**src/rtl/spi_reg_pkg.sv**
```systemverilog
package spi_reg_pkg;

    localparam int ADDR_W  = 7;
    localparam int DATA_W  = 8;
    localparam int STAT_W  = ADDR_W + 1;
    localparam int FRAME_W = ADDR_W + 1 + DATA_W;
    localparam int CNT_W   = $clog2(FRAME_W + 2);

    // Synchronised pin events, each valid for one system clock
    typedef struct packed {
        logic cs_fall;
        logic cs_rise;
        logic sck_rise;
        logic sck_fall;
        logic mosi;
    } spi_evt_t;

    // Status byte returned at the start of every frame
    typedef struct packed {
        logic              err;
        logic [ADDR_W-1:0] last_addr;
    } status_t;

    // Result of one frame, presented for one clock when the select rises
    typedef struct packed {
        logic              valid;
        logic              good;
        logic              ro;
        logic [ADDR_W-1:0] addr;
        logic [DATA_W-1:0] data;
    } frame_res_t;

    function automatic logic len_ok(input logic [CNT_W-1:0] falls);
        return falls == CNT_W'(FRAME_W);
    endfunction

endpackage

```
**src/rtl/spi_pin_sync.sv**
```systemverilog
module spi_pin_sync
    import spi_reg_pkg::*;
#(
    parameter int SYNC_STAGES = 2
) (
    input  logic     clk,
    input  logic     rst,
    input  logic     csn_pin,
    input  logic     sck_pin,
    input  logic     mosi_pin,
    output spi_evt_t evt
);

    localparam int LAST = SYNC_STAGES - 1;

    logic [SYNC_STAGES-1:0] csn_s;
    logic [SYNC_STAGES-1:0] sck_s;
    logic [SYNC_STAGES-1:0] mosi_s;
    logic                   csn_d;
    logic                   sck_d;

    always_ff @(posedge clk) begin
        if (rst) begin
            csn_s  <= '1;
            sck_s  <= '0;
            mosi_s <= '0;
            csn_d  <= 1'b1;
            sck_d  <= 1'b0;
        end else begin
            csn_s  <= {csn_s[SYNC_STAGES-2:0], csn_pin};
            sck_s  <= {sck_s[SYNC_STAGES-2:0], sck_pin};
            mosi_s <= {mosi_s[SYNC_STAGES-2:0], mosi_pin};
            csn_d  <= csn_s[LAST];
            sck_d  <= sck_s[LAST];
        end
    end

    always_comb begin
        evt.cs_fall  = csn_d & ~csn_s[LAST];
        evt.cs_rise  = ~csn_d & csn_s[LAST];
        evt.sck_rise = ~sck_d & sck_s[LAST];
        evt.sck_fall = sck_d & ~sck_s[LAST];
        evt.mosi     = mosi_s[LAST];
    end

endmodule

```
**src/rtl/spi_frame_engine.sv**
```systemverilog
module spi_frame_engine
    import spi_reg_pkg::*;
(
    input  logic              clk,
    input  logic              rst,
    input  spi_evt_t          evt,
    input  status_t           status,
    input  logic [DATA_W-1:0] rd_data,
    output logic [ADDR_W-1:0] rd_addr,
    output frame_res_t        res,
    output logic              sdo,
    output logic              sdo_oe
);

    logic               active;
    logic [CNT_W-1:0]   bit_cnt;
    logic [FRAME_W-1:0] rx;
    logic [ADDR_W-1:0]  addr_q;
    status_t            stat_q;
    logic               sdo_q;
    frame_res_t         res_q;

    logic [FRAME_W-1:0] tx_word;
    logic [FRAME_W-1:0] tx_sh;
    logic               out_bit;

    // Next output bit: index follows the count of falling edges seen
    always_comb begin
        tx_word = {stat_q, rd_data};
        tx_sh   = tx_word << bit_cnt;
        out_bit = (bit_cnt < CNT_W'(FRAME_W)) ? tx_sh[FRAME_W-1] : 1'b0;
    end

    always_ff @(posedge clk) begin
        if (rst) begin
            active  <= 1'b0;
            bit_cnt <= '0;
            rx      <= '0;
            addr_q  <= '0;
            stat_q  <= '0;
            sdo_q   <= 1'b0;
            res_q   <= '0;
        end else begin
            res_q.valid <= 1'b0;
            if (evt.cs_fall) begin
                active  <= 1'b1;
                bit_cnt <= '0;
                rx      <= '0;
                stat_q  <= status;
                sdo_q   <= status.err;
            end else if (evt.cs_rise) begin
                active <= 1'b0;
                if (active) begin
                    res_q.valid <= 1'b1;
                    res_q.good  <= len_ok(bit_cnt);
                    res_q.ro    <= rx[DATA_W];
                    res_q.addr  <= rx[FRAME_W-1 -: ADDR_W];
                    res_q.data  <= rx[DATA_W-1:0];
                end
            end else if (active) begin
                if (evt.sck_fall) begin
                    rx <= {rx[FRAME_W-2:0], evt.mosi};
                    if (bit_cnt != CNT_W'(FRAME_W + 1)) begin
                        bit_cnt <= bit_cnt + 1'b1;
                    end
                    if (bit_cnt == CNT_W'(ADDR_W - 1)) begin
                        addr_q <= {rx[ADDR_W-2:0], evt.mosi};
                    end
                end
                if (evt.sck_rise) begin
                    sdo_q <= out_bit;
                end
            end
        end
    end

    assign rd_addr = addr_q;
    assign res     = res_q;
    assign sdo     = sdo_q;
    assign sdo_oe  = active;

    // output released after the select rises
    assert_oe_off_R2: assert property (@(posedge clk) disable iff (rst)
        evt.cs_rise |=> !sdo_oe);

    // first output bit is the status error flag captured at select fall
    assert_status_first_R7: assert property (@(posedge clk) disable iff (rst)
        evt.cs_fall |=> (sdo_oe && sdo == $past(status.err)));

    // output moves only on a rising serial clock or a falling select
    assert_sdo_hold_R11: assert property (@(posedge clk) disable iff (rst)
        (!evt.sck_rise && !evt.cs_fall) |=> $stable(sdo));

endmodule

```
**src/rtl/spi_reg_bank.sv**
```systemverilog
module spi_reg_bank
    import spi_reg_pkg::*;
#(
    parameter int NUM_REGS = 16
) (
    input  logic              clk,
    input  logic              rst,
    input  logic              wr_en,
    input  logic [ADDR_W-1:0] wr_addr,
    input  logic [DATA_W-1:0] wr_data,
    input  logic [ADDR_W-1:0] rd_addr,
    output logic [DATA_W-1:0] rd_data
);

    localparam int          IDX_W = (NUM_REGS > 1) ? $clog2(NUM_REGS) : 1;
    localparam logic [ADDR_W:0] LIMIT = (ADDR_W + 1)'(NUM_REGS);

    logic [NUM_REGS-1:0][DATA_W-1:0] regs;

    for (genvar i = 0; i < NUM_REGS; i++) begin : g_reg
        always_ff @(posedge clk) begin
            if (rst) begin
                regs[i] <= '0;
            end else if (wr_en && wr_addr == ADDR_W'(i)) begin
                regs[i] <= wr_data;
            end
        end
    end

    always_comb begin
        if ({1'b0, rd_addr} < LIMIT) begin
            rd_data = regs[rd_addr[IDX_W-1:0]];
        end else begin
            rd_data = '0;
        end
    end

    // contents move only on a commit
    assert_hold_R4: assert property (@(posedge clk) disable iff (rst)
        !wr_en |=> $stable(regs));

    // commits beyond the bank are dropped
    assert_oob_R9: assert property (@(posedge clk) disable iff (rst)
        (wr_en && ({1'b0, wr_addr} >= LIMIT)) |=> $stable(regs));

endmodule

```
**src/rtl/spi_reg_slave.sv**
```systemverilog
module spi_reg_slave
    import spi_reg_pkg::*;
#(
    parameter int NUM_REGS    = 16,
    parameter int SYNC_STAGES = 2
) (
    input  logic clk,
    input  logic rst,
    input  logic spi_csn,
    input  logic spi_sck,
    input  logic spi_sdi,
    output logic spi_sdo,
    output logic spi_sdo_oe
);

    spi_evt_t          evt;
    frame_res_t        res;
    status_t           stat_q;
    logic [ADDR_W-1:0] rd_addr;
    logic [DATA_W-1:0] rd_data;
    logic              wr_en;

    spi_pin_sync #(.SYNC_STAGES(SYNC_STAGES)) u_sync (
        .clk      (clk),
        .rst      (rst),
        .csn_pin  (spi_csn),
        .sck_pin  (spi_sck),
        .mosi_pin (spi_sdi),
        .evt      (evt)
    );

    spi_frame_engine u_engine (
        .clk     (clk),
        .rst     (rst),
        .evt     (evt),
        .status  (stat_q),
        .rd_data (rd_data),
        .rd_addr (rd_addr),
        .res     (res),
        .sdo     (spi_sdo),
        .sdo_oe  (spi_sdo_oe)
    );

    assign wr_en = res.valid && res.good && !res.ro;

    spi_reg_bank #(.NUM_REGS(NUM_REGS)) u_bank (
        .clk     (clk),
        .rst     (rst),
        .wr_en   (wr_en),
        .wr_addr (res.addr),
        .wr_data (res.data),
        .rd_addr (rd_addr),
        .rd_data (rd_data)
    );

    always_ff @(posedge clk) begin
        if (rst) begin
            stat_q <= '0;
        end else if (res.valid) begin
            if (res.good) begin
                stat_q.err       <= 1'b0;
                stat_q.last_addr <= res.addr;
            end else begin
                stat_q.err <= 1'b1;
            end
        end
    end

    // a badly sized frame raises the error flag
    assert_err_set_R6: assert property (@(posedge clk) disable iff (rst)
        (res.valid && !res.good) |=> stat_q.err);

    // a well-formed frame clears the flag and records its address
    assert_err_clr_R7: assert property (@(posedge clk) disable iff (rst)
        (res.valid && res.good) |=> (!stat_q.err && stat_q.last_addr == $past(res.addr)));

endmodule

```
**config.mk**
```make
export PLATFORM = sky130hd
export DESIGN_NAME = spi_reg_slave
export DESIGN_NICKNAME = d
export VERILOG_FILES = /design/src/rtl/spi_reg_pkg.sv /design/src/rtl/spi_pin_sync.sv /design/src/rtl/spi_frame_engine.sv /design/src/rtl/spi_reg_bank.sv /design/src/rtl/spi_reg_slave.sv
export SDC_FILE = /design/constraint.sdc
export NUM_CORES = 1
export LEC_CHECK = 0
export BUFFER_PORTS_ARGS = -buffer_cell sky130_fd_sc_hd__buf_2
export CORE_MARGIN = 2
export CORE_UTILIZATION = 40
export CTS_CLUSTER_DIAMETER = 60
export DETAILED_ROUTE_END_ITERATION = 16
export HOLD_SLACK_MARGIN = 0.08
export PLACE_DENSITY = 0.58
export SLEW_MARGIN = 25
export SYNTH_ARGS = -nofsm -noshare
export SYNTH_HDL_FRONTEND = slang
export SYNTH_SLANG_ARGS = --single-unit
export TNS_END_PERCENT = 10
```
**constraint.sdc**
```tcl
create_clock -name clk -period 2.26 [get_ports clk]
set_input_delay 0.226 -clock clk [delete_from_list [all_inputs] [get_ports clk]]
set_output_delay 0.226 -clock clk [all_outputs]
set_load 0.02 [all_outputs]
```
After elaboration in Yosys (flattened, before gate mapping)
Cells that the tools add are included.
{"block": "op_classes", "magnitude_cmp": 3, "reduce_logical": 31, "shifts": 1, "bitwise_logic": 10, "n_mux": 12, "addsub": 1, "n_eq_ne": 19}
{"op": "equality test 7 x 4 -> 1 bit, second input constant", "count": 8}
{"op": "binary-select mux 8 bit (select 4 bit)", "count": 1}
{"op": "equality test 7 x 3 -> 1 bit, second input constant", "count": 4}
{"op": "logical AND 1 bit", "count": 18}
{"op": "two-way mux 18 bit", "count": 1}
{"op": "two-way mux 8 bit", "count": 2}
{"op": "<< shifter 16 x 5 -> 16 bit", "count": 1}
{"op": "equality test 7 x 2 -> 1 bit, second input constant", "count": 2}
{"op": "AND reduction 3 bit", "count": 3}
{"op": "two-way mux 1 bit", "count": 8}
{"op": "equality test 7 x 1 -> 1 bit, second input constant", "count": 1}
{"op": "logical NOT 7 bit", "count": 1}
{"op": "less-than comparator 7 x 5 -> 1 bit, second input constant", "count": 1}
{"op": "inverter 1 bit", "count": 6}
{"op": "nonzero test 2 bit", "count": 3}
{"op": "adder 5 x 1 -> 5 bit, second input constant", "count": 1}
{"op": "equality test 5 x 3 -> 1 bit, second input constant", "count": 1}
{"op": "equality test 5 bit, second input constant", "count": 1}
{"op": "less-than comparator 4 x 5 -> 1 bit, second input constant", "count": 1}
{"op": "less-than comparator 5 bit, second input constant", "count": 1}
{"op": "inequality test 5 bit, second input constant", "count": 1}
{"op": "AND reduction 5 bit", "count": 1}
{"op": "AND 1 bit", "count": 4}
{"op": "AND reduction 4 bit", "count": 1}
{"op": "other kinds (5)", "count": 5}
{"block": "word_totals", "elab_cells": 112, "regBits": 200}

Logic depth before layout (Yosys ltp)
Gate-level depths: netlist (run 1).
{"block": "logic_depth", "depth_word": 9, "mapped_depth": 9}

Modules after synthesis
A second synthesis (run 1) with hierarchy kept.
{"block": "hier_totals", "cells_unflattened": 845, "hier_area_um2": 9108.7}
{"module": "spi_reg_bank", "cells_per_inst": 527, "area_per_inst_um2": 6233.5, "n_inst": 1}
{"module": "spi_frame_engine", "cells_per_inst": 261, "area_per_inst_um2": 2272.2, "n_inst": 1}
{"module": "spi_reg_slave", "cells_per_inst": 36, "area_per_inst_um2": 360.3, "n_inst": 1}
{"module": "spi_pin_sync", "cells_per_inst": 21, "area_per_inst_um2": 242.7, "n_inst": 1}

Least setup slack after synthesis (run 1)
OpenSTA, ideal clock, no wires.
{"block": "synth_path", "kind": "register to register", "startpoint": "register u_engine.addr_q[0] (netlist: u_engine.rd_addr[0])", "endpoint": "register u_engine.sdo_q (netlist: u_engine.sdo)", "n_path_buf": 1, "arrival_ns": 1.768, "period_less_slack_ns": 1.887, "slack_ns": 0.373, "stages_incl_launch_ff": 8, "setup_time_ns": 0.119, "cell_sequence": "dfxtp_1 > buf_6 > mux4_1 > mux4_2 > nor2_1 > a31oi_1 > nand4_1 > o21bai_1"}
{"block": "synth_via", "elab_chain_cells": 9}
{"item": "start: declaration", "line_no": "spi_frame_engine.sv:18", "source": "logic [ADDR_W-1:0] addr_q;"}
{"item": "start signal: assignment", "line_no": "spi_frame_engine.sv:67", "source": "addr_q <= {rx[ADDR_W-2:0], evt.mosi};"}
{"item": "binary-select mux 8 bit (select 4 bit)", "line_no": "spi_reg_bank.sv:32", "source": "rd_data = regs[rd_addr[IDX_W-1:0]];"}
{"item": "two-way mux 8 bit (not written as such)", "line_no": "spi_reg_bank.sv:32"}
{"item": "two-way mux 8 bit (*)", "line_no": "spi_reg_bank.sv:31", "source": "if ({1'b0, rd_addr} < LIMIT) begin"}
{"item": "<< shifter 16 x 5 -> 16 bit (*)", "line_no": "spi_frame_engine.sv:30", "source": "tx_sh = tx_word << bit_cnt;"}
{"item": "two-way mux 1 bit (*)", "line_no": "spi_frame_engine.sv:31", "source": "out_bit = (bit_cnt < CNT_W'(FRAME_W)) ? tx_sh[FRAME_W-1] : 1'b0;"}
{"item": "two-way mux 1 bit (*)", "line_no": "spi_frame_engine.sv:70", "source": "if (evt.sck_rise) begin"}
{"item": "two-way mux 1 bit (*)", "line_no": "spi_frame_engine.sv:60", "source": "end else if (active) begin"}
{"item": "two-way mux 1 bit (*)", "line_no": "spi_frame_engine.sv:51", "source": "end else if (evt.cs_rise) begin"}
{"item": "two-way mux 1 bit (*)", "line_no": "spi_frame_engine.sv:45", "source": "if (evt.cs_fall) begin"}
{"item": "end signal: assignment", "line_no": "spi_frame_engine.sv:50", "source": "sdo_q <= status.err;"}
{"item": "end signal: assignment", "line_no": "spi_frame_engine.sv:71", "source": "sdo_q <= out_bit;"}
{"item": "end: declaration", "line_no": "spi_frame_engine.sv:20", "source": "logic sdo_q;"}
Mark *: on every way between the ends. The rest lies on a longest branch, timed or not. The select of a mux whose other input is x is not followed.
A chain may end at the register's enable or synchronous reset.

Worst setup path after layout (run 1)
Ends and elaborated chain as after synthesis.

==> flow_summary.json, run 1 <==
{
  "outcome": "complete, no violations",
  "power_switching_uw": 1430,
  "htree_levels": 4,
  "reg2reg_to": "u_engine.sdo",
  "syn_inst": 879,
  "finalSetupTns_ns": 0,
  "top_level_ports": 7,
  "finalHoldViolCount": 0,
  "firstDrtPassIters": 5,
  "antenna_found_initial": 0,
  "clock-sinks": 200,
  "ys_top_cells_by_area": "dfxtp_1 47%, mux2i_1 20%, nor2_1 6.9%",
  "worst-setup-path-type": "reg2reg",
  "cp_cell_sequence": "buf_4 -> mux4_1 -> a22oi_1 -> and3_1 -> a31oi_1 -> nand4_1 -> o21bai_1",
  "hold_class": "in2reg",
  "required_ns": 2.58,
  "critPathMaxFanout": 7,
  "synth_edf_count": 0,
  "hold_start": "rst",
  "maxCapViolations": 0,
  "netlist_area_mm2": 0.00857,
  "synth_cell_types": 47,
  "cp.arrival_ns": 2.42,
  "die_area_mm2": 0.0226,
  "fmax_ghz": 0.477,
  "die_h_um": 150,
  "io_buffers": 6,
  "slew_viol_final": 0,
  "n_fill_cell": 2024,
  "drt_iter0_drc": 342,
  "p_clk_share_pct": 45.4,
  "final.setup_skew_ns": 0.00699,
  "relSlewSlack_pct": 40.3,
  "synthFlopType": "dfxtp_1",
  "grt_max_degree": 71,
  "overflow": 0,
  "r2r_cells": 7,
  "fp.coreArea_mm2": 0.0210,
  "syn_nets": 891,
  "post-cts-setup-buffers": 0,
  "ys_seq_area_share_pct": 46.7,
  "period_needed_ns": 2.10,
  "worst_pin_slew_ns": 0.895,
  "die_x_um": 150,
  "p_seq_share_pct": 53.2,
  "cts_tree": "built",
  "p_per_area_mw_per_mm2": 694,
  "avgSynthCellArea_um2": 9.75,
  "crit_path_end_kind": "flip-flop",
  "clock_path_buffers": 2,
  "clock_latency_ns": 0.44,
  "final_layout_size_suffix_gt1_share_pct": 11.8,
  "whs_endpoint": "u_engine.stat_q[1]",
  "placed_area_mm2": 0.00896,
  "path_clk_slew_ns": 0.07,
  "post-route-period-util_pct": 92.8,
  "grt.total_usage_pct": 18.9,
  "cts-resized-gates": 0,
  "layout_common_cells": "199 x dfxtp_1, 173 x mux2i_1, 157 x nor2_1",
  "r2r_start": "u_engine.rd_addr[0]",
  "final_common_cell": "dfxtp_1",
  "cts_buffers": 17,
  "routed_wirelength_um": 20600,
  "stdcell_area_mm2": 0.00957,
  "root_buffer": "clkbuf_16",
  "area.growth.synth_to_final_pct": 11.6,
  "num_rows": 53,
  "p_leak_uw": 0.00359,
  "ys_warn_count": 0,
  "synth_top_cell_area_share_pct": 46.7,
  "rsz0062_at_grt": "false",
  "route.detailed.drc": 0,
  "fin_nets": 889,
  "final_antenna_net_count": 0,
  "p_sw_share_pct": 21.5,
  "finalSetupViolCount": 0,
  "grt_pass1_wl_um": 32600,
  "ys_seq_elements": 200,
  "diodes": 0,
  "r2r_setup_slack_ns": 0.16,
  "vdd_drop_max_v": 0.000446,
  "multi_input_area_mm2": 0.00425,
  "start_kind": "flip-flop",
  "vias": 6076,
  "max_stage_delay_ns": 0.55,
  "routedWlPerCell_um": 17.7,
  "hpwlAfterDp_um": 13700,
  "async_flop_share_pct": 0,
  "combPwrFrac_pct": 1.4,
  "hold_depth": 3,
  "start_util_pct": 40.8,
  "yosysTopAreaCell": "dfxtp_1",
  "viasPerCell": 5.22,
  "slowest_stage": "mux4_1",
  "gp_congestion": 0.873,
  "seq_area_mm2": 0.00401,
  "internal_power_uw": 5210,
  "grt_pass1_vias": 5793
}
metrics by stage:
stage	setup WS (ns)	total power [uW]	std cells	hold WS [ns]	util (%)
global placement	0.184	3700	1130	0.394	42.6
detailed placement	0.154	3700	1130	0.407	42.6
CTS	0.136	6700	1164	0.354	45.5
finish	0.162	6630	1164	0.358	45.5
floorplan	0.373	3680	879	0.330	-
global route	0.00121	6830	1164	0.386	45.5
power groups by stage:
stage / Sequential (uW) / Combinational (uW) / Clock [uW]
finish: 3530 / 93.7 / 3010
global route: 3530 / 104 / 3190
CTS: 3530 / 95.2 / 3070
detailed placement: 3610 / 90.9 / 0
global placement: 3610 / 90.9 / 0
floorplan: 3610 / 64.0 / 0
worst max-delay path: cells and delay by family, from the launching register on:
family	cells	cell delay, ns
mux	1	0.55
flops	1	0.52
compound gates	3	0.38
simple gates	2	0.30
buf+inv	1	0.23
worst max path at each step:
stage / cells past startpoint / slack [ns] / to / start
6_report: 7 / 0.16 / u_engine.sdo / u_engine.rd_addr[0]
5_1_grt: 6 / 0.001 / u_bank.regs[99] / u_engine.res[15]
4_1_cts: 7 / 0.14 / u_engine.sdo / u_engine.rd_addr[0]
3_5_place_dp: 7 / 0.15 / u_engine.sdo / u_engine.rd_addr[0]
3_3_place_gp: 7 / 0.18 / u_engine.sdo / u_engine.rd_addr[0]
2_1_floorplan: 7 / 0.37 / u_engine.sdo / u_engine.rd_addr[0]
sequential cells by signal, summed over array words and instances, names as in the netlist, 5 cells and up:
register / count
u_bank.regs: 128
u_engine.res: 18
u_engine.rx: 16
stat_q: 8
u_engine.stat_q: 8
u_engine.rd_addr: 7
u_engine.bit_cnt: 5
cells by family after synthesis:
kind of cell | Yosys count | share of synthesized area, %
AOI/OAI and AO/OA | 78 | 5.27
xor gates and xnor gates | 3 | 0.307
adders and majority gates | 7 | 1.02
buffers and inverters | 75 | 3.68
DFF | 200 | 46.7
muxes | 194 | 26.2
and+or+nand+nor | 322 | 16.8
synth_stat cells, types with 2 or more instances:
| cell | count |
|---|---|
| clkbuf_1 | 51 |
| nor2_2 | 7 |
| buf_2 | 12 |
| a21oi_1 | 47 |
| nand2_1 | 97 |
| and2_1 | 2 |
| o21ai_0 | 5 |
| mux2i_1 | 173 |
| nand2b_1 | 6 |
| inv_1 | 6 |
| mux4_1 | 10 |
| o211ai_1 | 2 |
| a31oi_1 | 8 |
| or4_1 | 4 |
| buf_1 | 2 |
| xor2_1 | 2 |
| nor2_4 | 2 |
| dfxtp_1 | 200 |
| buf_4 | 3 |
| nor2_1 | 157 |
| nand4_1 | 3 |
| a22oi_1 | 8 |
| or2_2 | 6 |
| nand3_1 | 9 |
| nand3b_1 | 6 |
| ha_1 | 7 |
| o2111ai_1 | 2 |
| nor3_1 | 2 |
| nor2b_1 | 10 |
| mux4_2 | 11 |
| nand4b_1 | 2 |
| o21bai_1 | 2 |
per-layer routing:
| layer | share of wire (%) | global-route usage, % |
|---|---|---|
| met5 | 0 | 0 |
| met3 | 3.0 | 2.67 |
| met1 | 50 | 27.1 |
| met2 | 46 | 29.2 |
| met4 | 1.9 | 6.79 |
final cells by class:
cell class                      count  area share, %
Multi-Input combinational cell    604           44.4
Sequential cell                   200           41.9
Clock buffer                       20           4.67
Timing Repair Buffer               48           3.88
Tap cell                          275           3.60
Clock inverter                     11           1.31
Inverter                            6          0.235
timing repair:
item                                    in CTS  in global routing
endpoints found under the setup margin       0                  0
hold endpoints to repair                     3                  0
hold buffers                                 3                  0
(Power assumes the default switching activity.)
==> run 2: changes to the inputs <==
==> constraint.sdc (replaced) <==
create_clock -name clk -period 2.26 [get_ports clk]
set_input_delay 0.339 -clock clk [delete_from_list [all_inputs] [get_ports clk]]
set_output_delay 0.339 -clock clk [all_outputs]
set_load 0.02 [all_outputs]
==> flow_summary.json, run 2 (synthesis gave the netlist of run 1 again) <==
{
  "grt_max_degree": 71,
  "viasPerCell": 5.23,
  "grt_pass1_wl_um": 32600,
  "critPathMaxFanout": 7,
  "hold_ws_ns": 0.0897,
  "clock_latency_ns": 0.44,
  "cts-resized-gates": 0,
  "fmax_ghz": 0.475,
  "power_switching_uw": 1420,
  "period_needed_ns": 2.11,
  "start_kind": "flip-flop",
  "relSlewSlack_pct": 40.5,
  "clock-sinks": 200,
  "largest_reg_flops": 128,
  "routedWlPerCell_um": 17.7,
  "required_ns": 2.59,
  "finalHoldViolCount": 0,
  "outcome": "complete, no violations",
  "combPwrFrac_pct": 1.4,
  "p_sw_share_pct": 21.5,
  "p_clk_share_pct": 45.3,
  "fp.coreArea_mm2": 0.0210,
  "grt_pass1_vias": 5781,
  "area.growth.synth_to_final_pct": 11.3,
  "final_antenna_net_count": 0,
  "regMostFlops": "u_bank.regs",
  "grt.total_usage_pct": 18.9,
  "post-cts-setup-buffers": 0,
  "path_clk_slew_ns": 0.07,
  "rsz0062_at_grt": "false",
  "internal_power_uw": 5200,
  "worst-setup-path-type": "reg2reg",
  "crit_path_end_kind": "flip-flop",
  "maxCapViolations": 0,
  "finalPower_uw": 6620,
  "start_util_pct": 40.8,
  "placed_area_mm2": 0.00896,
  "p_per_area_mw_per_mm2": 694,
  "gp_congestion": 0.873,
  "drt_iter0_drc": 378,
  "worst_pin_slew_ns": 0.891,
  "diodes": 0,
  "cts_buffers": 17,
  "final.setup_skew_ns": 0.00676,
  "post-route-util_pct": 45.4,
  "hold_class": "in2reg",
  "cp.arrival_ns": 2.43,
  "final_layout_size_suffix_gt1_share_pct": 11.9,
  "cts_tree": "built",
  "die_area_mm2": 0.0226,
  "post-route-period-util_pct": 93.2,
  "slew_viol_final": 0,
  "route.detailed.drc": 0,
  "layout_common_cells": "199 x dfxtp_1, 173 x mux2i_1, 157 x nor2_1",
  "fin_nets": 886,
  "overflow": 0,
  "stdcell_area_mm2": 0.00954,
  "die_x_um": 150,
  "finalSetupTns_ns": 0,
  "vias": 6067,
  "die_h_um": 150,
  "routed_wirelength_um": 20600,
  "antenna_found_initial": 0,
  "top_level_ports": 7,
  "clock_path_buffers": 2,
  "ctsHoldBuffers": 0,
  "p_leak_uw": 0.00358,
  "htree_levels": 4,
  "firstDrtPassIters": 5,
  "vdd_drop_max_v": 0.000448,
  "root_buffer": "clkbuf_16",
  "p_seq_share_pct": 53.3,
  "final_common_cell": "dfxtp_1",
  "io_buffers": 6,
  "finalSetupViolCount": 0,
  "hpwlAfterDp_um": 13700,
  "num_rows": 53
}
run 2: cell types whose count changed in the layout (fill, tap and decap cells not counted), sizes merged:
cell / change
dlygate4sd3: -3
run 2: worst paths after layout:
kind,from,endpoint,slack [ns],depth (start not counted)
max,u_engine.rd_addr[0],u_engine.sdo,0.15,7
min,spi_csn,u_sync.csn_s[0],0.09,2
max reg2reg,u_engine.rd_addr[0],u_engine.sdo,0.15,7
min reg2reg,u_sync.csn_s[0],u_sync.csn_s[1],0.42,1
run 2: critical path, cell delays in order, from the launching register on:
cell and delay (ns):
dfxtp_1 0.52, buf_4 0.23, mux4_1 0.55, a22oi_1 0.22, and3_1 0.21, a31oi_1 0.09
nand4_1 0.09, o21bai_1 0.07
run 2: power groups by stage:
| stage | Clock, uW | Combinational (uW) | Sequential, uW |
|---|---|---|---|
| after global routing | 3190 | 99.4 | 3530 |
| after floorplan | 0 | 64.0 | 3610 |
| after CTS | 3070 | 91.1 | 3530 |
| final | 3000 | 89.7 | 3530 |
| after global placement | 0 | 90.9 | 3610 |
| after detailed placement | 0 | 90.9 | 3610 |
run 2: metrics by stage:
| stage | setup WS, ns | cells |
|---|---|---|
| floorplan | 0.373 | 879 |
| global placement | 0.184 | 1130 |
| detailed placement | 0.154 | 1130 |
| CTS | 0.136 | 1161 |
| global route | 0.00121 | 1161 |
| finish | 0.154 | 1161 |
run 2: metal layers:
layer	wire [um]	share of wire, %	vias to the layer above	track usage [%]
met5	0	0	-	0
met4	401	1.9	0	6.79
met3	621	3.0	25	2.67
met2	9380	46	108	29.2
met1	10200	49	2938	27.1
li1	-	-	2996	-
run 2: final cells by class:
type | count | area [um2]
clock buffers | 20 | 447
clock inverters | 11 | 125
fillers | 2025 | 11500
inverters | 6 | 22.5
multi-input cells | 604 | 4250
flip-flops and latches | 200 | 4010
well taps | 275 | 344
repair buffers | 45 | 342
==> run 3: changes to the inputs <==
--- a/config.mk
+++ b/config.mk
@@ -15,5 +15,6 @@
 export SLEW_MARGIN = 25
 export SYNTH_ARGS = -nofsm -noshare
 export SYNTH_HDL_FRONTEND = slang
+export SYNTH_HIERARCHICAL = 1
 export SYNTH_SLANG_ARGS = --single-unit
 export TNS_END_PERCENT = 10
==> flow_summary.json, run 3 <==
{
  "outcome": "complete, but fails checks",
  "violations": "setup timing",
  "antenna_found_initial": 0,
  "slew_viol_final": 0,
  "reg2reg_to": "u_engine/sdo",
  "die_h_um": 155,
  "vias": 5929,
  "r2r_cells": 7,
  "synth_top_cell_area_share_pct": 44.0,
  "required_ns": 2.57,
  "finalPower_uw": 6680,
  "final_antenna_net_count": 0,
  "largest_reg_flops": 128,
  "final.setup_skew_ns": 0.0147,
  "fp.coreArea_mm2": 0.0225,
  "die_area_mm2": 0.0240,
  "post-route-util_pct": 45.1,
  "cts_buffers": 17,
  "final_layout_size_suffix_gt1_share_pct": 16.4,
  "yosysMostFrequentCell": "dfxtp_1",
  "synth_edf_count": 0,
  "firstDrtPassIters": 4,
  "hold_class": "in2reg",
  "root_buffer": "clkbuf_16",
  "io_buffers": 6,
  "drt_iter0_drc": 382,
  "r2r_start": "u_engine/rd_addr[0]",
  "fin_ws_ns": -0.366,
  "finalSetupTns_ns": -0.366,
  "path_clk_slew_ns": 0.08,
  "p_leak_uw": 0.00414,
  "rsz0062_at_grt": "true",
  "htree_levels": 4,
  "grt.total_usage_pct": 18.0,
  "syn_nets": 854,
  "routedWlPerCell_um": 18.2,
  "clock_latency_ns": 0.43,
  "r2r_setup_slack_ns": -0.37,
  "stdcell_area_mm2": 0.0102,
  "start_util_pct": 40.5,
  "area.growth.synth_to_final_pct": 11.5,
  "cp.arrival_ns": 2.93,
  "placed_area_mm2": 0.00952,
  "grt_max_degree": 54,
  "overflow": 0,
  "period_needed_ns": 2.63,
  "synth_cell_types": 49,
  "vdd_drop_max_v": 0.000605,
  "grt_pass1_wl_um": 33300,
  "ys_seq_elements": 200,
  "clock_path_buffers": 2,
  "routed_wirelength_um": 20800,
  "worst-setup-path-type": "reg2reg",
  "p_per_area_mw_per_mm2": 658,
  "ys_top_cells_by_area": "dfxtp_1 44%, mux2i_1 17%, nand2b_1 8.9%",
  "grt_pass1_vias": 5763,
  "gp_congestion": 0.796,
  "crit_start": "u_engine/rd_addr[0]",
  "regMostFlops": "u_bank/regs",
  "viasPerCell": 5.21,
  "crit_path_end_kind": "flip-flop",
  "die_x_um": 155,
  "start_kind": "flip-flop",
  "cts_tree": "built",
  "relSlewSlack_pct": 50.3,
  "syn_inst": 845,
  "avgSynthCellArea_um2": 10.8,
  "whs_endpoint": "u_sync/sck_s[0]",
  "synth.top_cells.by_count": "200 x dfxtp_1, 152 x mux2i_1, 129 x nand2b_1",
  "post-route-period-util_pct": 116,
  "fin_nets": 850,
  "critPathMaxFanout": 10,
  "finalHoldViolCount": 0,
  "top_level_ports": 7,
  "clock-sinks": 200,
  "final_common_cell": "dfxtp_1",
  "synthFlopType": "dfxtp_1",
  "maxCapViolations": 0,
  "ys_warn_count": 6,
  "async_flop_share_pct": 0,
  "hpwlAfterDp_um": 14300,
  "netlist_area_mm2": 0.00911,
  "route.detailed.drc": 0,
  "worst_pin_slew_ns": 0.746,
  "hold_depth": 2,
  "num_rows": 55,
  "yosysTopAreaCell": "dfxtp_1",
  "diodes": 0,
  "hold_start": "spi_sck",
  "ys_seq_area_share_pct": 44.0,
  "layout_common_cells": "198 x dfxtp_1, 149 x mux2i_1, 129 x nand2b_1",
  "pre_cts_slack_ns": -0.324,
  "fmax_ghz": 0.381,
  "finalSetupViolCount": 1
}
run 3: critical path, cell delays in order, from the launching register on:
cell and delay [ns]:
dfxtp_4 0.39, buf_12 0.15, mux4_2 0.52, mux2i_2 0.25, o22ai_1 0.11, mux4_2 0.49, mux4_2 0.47, o2bb2ai_1 0.13
run 3: layout make-up:
class	count	area, um2
Sequential cell	200	4010
Multi-Input combinational cell	563	4640
Tap cell	285	357
Clock buffer	18	429
Timing Repair Buffer	55	541
Inverter	4	15.0
Clock inverter	14	165
Fill cell	2052	12300
run 3: logic make-up (layout without fill, tap and decap cells):
logic type	count (synthesis)	in the layout	synth area share, %
AND/OR/NAND/NOR	288	288	19.1
flip-flops	200	200	44.0
multiplexers	189	189	26.0
AO/OA/AOI/OAI	82	82	5.25
buffers and inverters	82	91	5.15
adder cells (fa/ha/maj)	4	4	0.549
run 3: worst max-delay path by stage:
stage	to	cells past startpoint
final	u_engine/sdo	7
after global placement	u_engine/sdo	7
after CTS	u_engine/sdo	7
after global routing	u_engine/sdo	7
after detailed placement	u_engine/sdo	7
after floorplan	u_engine/sdo	7
run 3: through the flow:
stage | cells | hold WS [ns]
after floorplan | 845 | 0.383
after global placement | 1103 | 0.388
after detailed placement | 1103 | 0.394
after CTS | 1137 | 0.0948
after global routing | 1139 | 0.114
final | 1139 | 0.117
run 3: timing repair:
action,in CTS,in global routing
hold endpoints to repair,1,0
hold buffers,1,0
setup endpoints to repair,1,1
resized for setup,1,2
pin swaps,1,1
setup buffers,1,2
run 3: routing by layer:
metal	GRT usage, %	share of wire (%)	vias to the layer above
met3	3.57	3.5	24
met4	5.73	1.8	0
met2	28.0	45	87
li1	-	-	2942
met1	25.3	49	2876
met5	0	0	-
run 3: power by group:
part	internal [uW]	total [uW]	switching [uW]
combinational	59.1	125	66.1
clock	1580	3020	1450
sequential	3520	3530	4.76
total	5160	6680	1520
